==> config.mk <==
export PLATFORM = sky130hd
export DESIGN_NAME = capwm_top
export DESIGN_NICKNAME = d
export VERILOG_FILES = /design/src/rtl/capwm_pkg.sv /design/src/rtl/capwm_ctrl.sv /design/src/rtl/capwm_dpath.sv /design/src/rtl/capwm_top.sv
export SDC_FILE = /design/constraint.sdc
export NUM_CORES = 1
export LEC_CHECK = 0
export ABC_AREA = 1
export BUFFER_PORTS_ARGS = -buffer_cell sky130_fd_sc_hd__buf_2
export CAP_MARGIN = 15
export CORE_MARGIN = 2
export CORE_UTILIZATION = 25
export DETAILED_ROUTE_END_ITERATION = 10
export HOLD_SLACK_MARGIN = 0.15
export PLACE_DENSITY = 0.5
export SYNTH_ARGS = -nofsm -noshare
export SYNTH_HDL_FRONTEND = slang
export SYNTH_SLANG_ARGS = --single-unit
export TNS_END_PERCENT = 50
==> constraint.sdc <==
create_clock -name clk -period 4.3 [get_ports clk]
set_input_delay 0.43 -clock clk [delete_from_list [all_inputs] [get_ports clk]]
set_output_delay 0.43 -clock clk [all_outputs]
set_load 0.005 [all_outputs]
==> src/rtl/capwm_pkg.sv <==
package capwm_pkg;

  // Strobes passed from the control unit to the datapath every cycle.
  typedef struct packed {
    logic idle;      // channel off: pin to inactive level
    logic clear;     // force count to zero
    logic load;      // copy shadow registers into active registers
    logic stepUp;    // count + 1
    logic stepDown;  // count - 1
    logic nextDown;  // direction that holds after this cycle
  } pwmStrobe_t;

endpackage

==> src/rtl/capwm_ctrl.sv <==
module capwm_ctrl
  import capwm_pkg::*;
(
  input  logic       clk,
  input  logic       rstN,
  input  logic       tickEn,
  input  logic       chanEn,
  input  logic       atTop,
  input  logic       perZero,
  input  logic       cntIsOne,
  output pwmStrobe_t strb
);

  logic dirDown;
  logic wasEn;

  always_comb begin
    strb          = '0;
    strb.nextDown = dirDown;
    if (!chanEn) begin
      strb.idle     = 1'b1;
      strb.clear    = 1'b1;
      strb.nextDown = 1'b0;
    end else if (!wasEn) begin
      strb.load     = 1'b1;
      strb.clear    = 1'b1;
      strb.nextDown = 1'b0;
    end else if (tickEn) begin
      if (perZero) begin
        strb.load = 1'b1;
      end else if (!dirDown && !atTop) begin
        strb.stepUp = 1'b1;
      end else begin
        strb.stepDown = 1'b1;
        if (cntIsOne) begin
          strb.load     = 1'b1;
          strb.nextDown = 1'b0;
        end else begin
          strb.nextDown = 1'b1;
        end
      end
    end
  end

  always_ff @(posedge clk or negedge rstN) begin
    if (!rstN) begin
      dirDown <= 1'b0;
      wasEn   <= 1'b0;
    end else begin
      dirDown <= strb.nextDown;
      wasEn   <= chanEn;
    end
  end

  // never step in both directions in one cycle
  p_single_step_r4: assert property (@(posedge clk) disable iff (!rstN)
    $onehot0({strb.stepUp, strb.stepDown}));

  // after a downward step that did not reach zero, the count keeps falling
  p_keep_down_r4: assert property (@(posedge clk) disable iff (!rstN)
    (strb.stepDown && !cntIsOne && chanEn) |=> dirDown);

  // the first enabled cycle always reloads
  p_enable_load_r10: assert property (@(posedge clk) disable iff (!rstN)
    (chanEn && !wasEn) |-> strb.load);

endmodule

==> src/rtl/capwm_dpath.sv <==
module capwm_dpath
  import capwm_pkg::*;
#(
  parameter int CNT_W = 8
) (
  input  logic             clk,
  input  logic             rstN,
  input  pwmStrobe_t       strb,
  input  logic             polHigh,
  input  logic             perWr,
  input  logic             dutyWr,
  input  logic [CNT_W-1:0] wrData,
  output logic [CNT_W-1:0] cntQ,
  output logic             pwmQ,
  output logic [CNT_W-1:0] shPerQ,
  output logic [CNT_W-1:0] shDutyQ,
  output logic             atTop,
  output logic             perZero,
  output logic             cntIsOne
);

  localparam logic [CNT_W-1:0] ONE = {{(CNT_W-1){1'b0}}, 1'b1};

  logic [CNT_W-1:0] actPerQ, actDutyQ;
  logic [CNT_W-1:0] nxtCnt, nxtPer, nxtDuty;
  logic             dutyLive, pastDuty, pwmNext;

  // Compare flags for the control unit
  assign atTop    = (cntQ >= actPerQ);
  assign perZero  = (actPerQ == '0);
  assign cntIsOne = (cntQ == ONE);

  // Next-state datapath
  always_comb begin
    if (strb.clear)         nxtCnt = '0;
    else if (strb.stepUp)   nxtCnt = cntQ + ONE;
    else if (strb.stepDown) nxtCnt = cntQ - ONE;
    else                    nxtCnt = cntQ;
    nxtPer  = strb.load ? shPerQ  : actPerQ;
    nxtDuty = strb.load ? shDutyQ : actDutyQ;
  end

  // Pin level follows the duty compare on the upward and downward slope
  always_comb begin
    dutyLive = (nxtDuty != '0) && (nxtDuty < nxtPer);
    pastDuty = strb.nextDown ? (nxtCnt > nxtDuty) : (nxtCnt >= nxtDuty);
    if (strb.idle)                 pwmNext = ~polHigh;
    else if (nxtDuty == '0)        pwmNext = ~polHigh;
    else if (dutyLive && pastDuty) pwmNext = ~polHigh;
    else                           pwmNext = polHigh;
  end

  always_ff @(posedge clk or negedge rstN) begin
    if (!rstN) begin
      cntQ     <= '0;
      pwmQ     <= 1'b0;
      actPerQ  <= '0;
      actDutyQ <= '0;
    end else begin
      cntQ     <= nxtCnt;
      pwmQ     <= pwmNext;
      actPerQ  <= nxtPer;
      actDutyQ <= nxtDuty;
    end
  end

  // Shadow registers: software side only
  always_ff @(posedge clk or negedge rstN) begin
    if (!rstN) begin
      shPerQ  <= '0;
      shDutyQ <= '0;
    end else begin
      if (perWr)  shPerQ  <= wrData;
      if (dutyWr) shDutyQ <= wrData;
    end
  end

  // count never exceeds the active period
  p_cnt_bound_r4: assert property (@(posedge clk) disable iff (!rstN)
    cntQ <= actPerQ);

  // active registers move only on a load strobe
  p_active_hold_r7: assert property (@(posedge clk) disable iff (!rstN)
    !strb.load |=> ($stable(actPerQ) && $stable(actDutyQ)));

  // idle cycle leaves the counter at zero and the pin inactive
  p_idle_level_r2: assert property (@(posedge clk) disable iff (!rstN)
    strb.idle |=> (cntQ == '0 && pwmQ == !$past(polHigh)));

  // a zero period keeps the count at zero
  p_zero_period_r9: assert property (@(posedge clk) disable iff (!rstN)
    (perZero && !strb.load) |=> cntQ == '0);

endmodule

==> src/rtl/capwm_top.sv <==
module capwm_top
  import capwm_pkg::*;
#(
  parameter int CNT_W = 8
) (
  input  logic             clk,
  input  logic             rstN,
  input  logic             tickEn,
  input  logic             chanEn,
  input  logic             polHigh,
  input  logic             perWr,
  input  logic             dutyWr,
  input  logic [CNT_W-1:0] wrData,
  output logic             pwmOut,
  output logic [CNT_W-1:0] cntOut,
  output logic [CNT_W-1:0] perShadow,
  output logic [CNT_W-1:0] dutyShadow
);

  pwmStrobe_t strb;
  logic       atTop, perZero, cntIsOne;

  capwm_ctrl ctrl_i (
    .clk      (clk),
    .rstN     (rstN),
    .tickEn   (tickEn),
    .chanEn   (chanEn),
    .atTop    (atTop),
    .perZero  (perZero),
    .cntIsOne (cntIsOne),
    .strb     (strb)
  );

  capwm_dpath #(.CNT_W(CNT_W)) dpath_i (
    .clk      (clk),
    .rstN     (rstN),
    .strb     (strb),
    .polHigh  (polHigh),
    .perWr    (perWr),
    .dutyWr   (dutyWr),
    .wrData   (wrData),
    .cntQ     (cntOut),
    .pwmQ     (pwmOut),
    .shPerQ   (perShadow),
    .shDutyQ  (dutyShadow),
    .atTop    (atTop),
    .perZero  (perZero),
    .cntIsOne (cntIsOne)
  );

  // a period write is visible on the read port next cycle
  p_shadow_wr_r6: assert property (@(posedge clk) disable iff (!rstN)
    perWr |=> perShadow == $past(wrData));

  // without a tick the count holds or clears to zero
  p_no_tick_hold_r3: assert property (@(posedge clk) disable iff (!rstN)
    !tickEn |=> (cntOut == '0 || $stable(cntOut)));

endmodule

==> run metrics <==
status=finished clean; capture point of the worst reg-to-reg path=dpath_i.pwmQ; clk sinks=43; max_cap viols=0; drt wl/cell=12.52 µm; post-route minimum period=3.716 ns; Yosys reg bits=43; Initial Util=25.82%; post-CTS setup-driven buffer insertion count=0; core region area=9819 µm²; clk root buf=clkbuf_8; die area=10,960 µm²; most frequent cells in the layout=nand2_1, inv_1, dfrtp_1; Synth Cell Area=2535 µm²; worst slew pin tran=0.9734 ns; placed cell area=2863 µm²; PostCTS Resize Cnt=0; CP endpoint kind=flip-flop; chip width=104.7 µm; diode count=0; finished layout cell area=2980 µm²; total gr overflow=0; Final nets=378; number of global-route vias before repair=1,995; Netlist cell types=27; P_int=726.4 µW; final setup fails=0; Clock power frac=32.1%; layout cells sized above 1=22.78%; leakage power=0.001548 µW; Tot Pwr=1037 µW; syn_area_per_cell=8.564 µm²; worst r2r path cells=23; detailed-route via count=2,031; Final GP Congestion=0.8891; Slew Viols, Final=0; Peak Freq=0.2691 GHz; Comb power frac=22.3%; Critical Path AT=3.91 ns; warnings from Yosys=0; cts hold-fix bufs=0; Die Y=104.7 µm; DRC Markers=0; worst hold slack=0.2820 ns; total routed wirelength=5.895 mm; clock skew=0.001989 ns; commonest non-fill, non-tap cell in the layout=nand2_1; Post-synth ARST share=100.0%; GRT Overall Usage=11.20%; drt first pass iters=4; CTS tree=done; peak supply drop=0.1761 mV; routed vias/inst=4.312; first-pass GRT wire length=9.887 mm; initial drt markers=54; HPWL after DPL=4.644 mm; Rows=36; I/O Pins=40; Reg power frac=45.6%; unrepaired setup endpoints after global routing=false; CTS Buf Count=5; setup TNS=0 ns; slew margin rel.=35.11%; Reg2Reg Setup Slack=0.58 ns; count of input and output buffers=39; Clk Latency, worst-skew pair=0.29 ns; initial antenna violation count=0; Non-Filler Instances=471; H-tree depth=2; Final Hold Vio Count=0; startpoint types=flip-flop; Crit path required time=4.49 ns; clk slew on worst S/H paths=0.08 ns; Post-synth EDFFs=0; sequential area share after synthesis=42.45%; largest net degree at the start of global routing=44; Layout area overhead=17.57%; sw frac=29.96%; CTS max path bufs=2; P_sw=310.8 µW; PD cells=348.0 nW/µm²; Critical Setup Path Class=flip-flop to flip-flop; Synth Flop Type=dfrtp_1; Critical Path Fanout Max=8; critical register-to-register path startpoint=dpath_i.cntQ[0]; hold crit path type=input pin to asynchronous set/reset pin; Post-Synthesis Cells=296; Synth Net Count=337; ANT nets after route=0; final critical-path share of the clock period=86.42%; placed cell count=463
-- final cells by class --
type                    instances  area [µm²]
repair buffers                 39       195.2
inverters                      56       210.2
clock inverters                 2       35.03
well taps                     133       166.4
clock buffers                   6       82.58
flip-flops and latches         43        1076
multi-input cells             192        1215
fillers                      1104        6839
-- per-stage QoR --
step                      utilization [%]  worst slack, ns
final                               30.35           0.5837
after global routing                30.35           0.1667
after CTS                           30.35           0.6084
after detailed placement            29.15           0.6094
after global placement              29.15           0.6780
after floorplan                         -            1.120
-- state kept, by name (all words and copies together) (netlist names) --
signal,count
dpath_i.actDutyQ,8
dpath_i.actPerQ,8
dpath_i.cntQ,8
dpath_i.shDutyQ,8
dpath_i.shPerQ,8
ctrl_i.dirDown,1
ctrl_i.wasEn,1
dpath_i.pwmQ,1
-- how the worst max path moves through the flow --
stage                                from           end  slack (ns)  cells after the start
after global placement    dpath_i.cntQ[0]  dpath_i.pwmQ        0.68                     25
after detailed placement  dpath_i.cntQ[0]  dpath_i.pwmQ        0.61                     23
after CTS                 dpath_i.cntQ[0]  dpath_i.pwmQ        0.61                     23
final                     dpath_i.cntQ[0]  dpath_i.pwmQ        0.58                     23
after floorplan           dpath_i.cntQ[0]  dpath_i.pwmQ        1.12                     23
after global routing      dpath_i.cntQ[0]  dpath_i.pwmQ        0.17                     24
-- per-layer routing --
layer  share of wire, %  routed length, µm  up-vias  global-route usage (%)
met2                 42               2467       48                   16.29
met4                1.2                 68        0                   2.952
met5                  0                  0        -                       0
li1                   -                  -     1056                       -
met1                 53               3126      921                   16.85
met3                4.0                233        6                   2.183
-- worst max-delay path, stage by stage, from the launching register on --
cell	delay, ns
dfrtp_1	0.46
inv_1	0.14
ha_1	0.31
nand2_1	0.06
nor2_1	0.04
nor2_1	0.07
nand2_1	0.07
nand2_2	0.07
nand2_2	0.06
nor2_1	0.25
inv_2	0.12
o41ai_1	0.13
o211ai_1	0.24
o21ai_1	0.17
a21oi_1	0.09
ha_1	0.34
nand4_1	0.14
nor4_1	0.29
nor3_1	0.10
a211o_1	0.23
inv_1	0.05
nand2_1	0.06
nand3_1	0.07
nand2_1	0.05
-- cell families (layout without fill, tap and decap cells) --
logic type / count (synthesis) / count (layout) / share of synthesized area [%]
simple gates: 97 / 97 / 16.09
buf+inv: 61 / 103 / 9.624
compound gates: 55 / 55 / 12.78
flops: 43 / 43 / 42.45
fa+ha+maj: 26 / 26 / 12.83
mux: 14 / 14 / 6.219
-- power groups by stage --
| stage | clock, µW | sequential, µW | combinational, µW |
|---|---|---|---|
| global placement | 0 | 482 | 230 |
| floorplan | 0 | 477 | 159 |
| detailed placement | 0 | 483 | 234 |
| global route | 360 | 479 | 273 |
| CTS | 343 | 475 | 236 |
| finish | 333 | 473 | 231 |
-- synthesized netlist by cell type (2+ instances only) --
| cell type | number | area (µm²) |
|---|---|---|
| inv_1 | 51 | 191.4 |
| inv_2 | 4 | 15.01 |
| nor3_1 | 4 | 20.02 |
| o21ai_2 | 6 | 52.55 |
| nor2_1 | 15 | 56.30 |
| o21ai_1 | 14 | 70.07 |
| mux2_2 | 14 | 157.7 |
| dfrtp_1 | 43 | 1076 |
| nand2_1 | 59 | 221.5 |
| buf_6 | 2 | 22.52 |
| nand3_1 | 7 | 35.03 |
| nand2_2 | 5 | 31.28 |
| o21a_1 | 3 | 22.52 |
| nand4_1 | 3 | 18.77 |
| clkbuf_1 | 3 | 11.26 |
| o21ai_0 | 10 | 50.05 |
| a21oi_1 | 16 | 80.08 |
| nor4_1 | 3 | 18.77 |
| ha_1 | 26 | 325.3 |
Power figures use the tool's default switching activity.
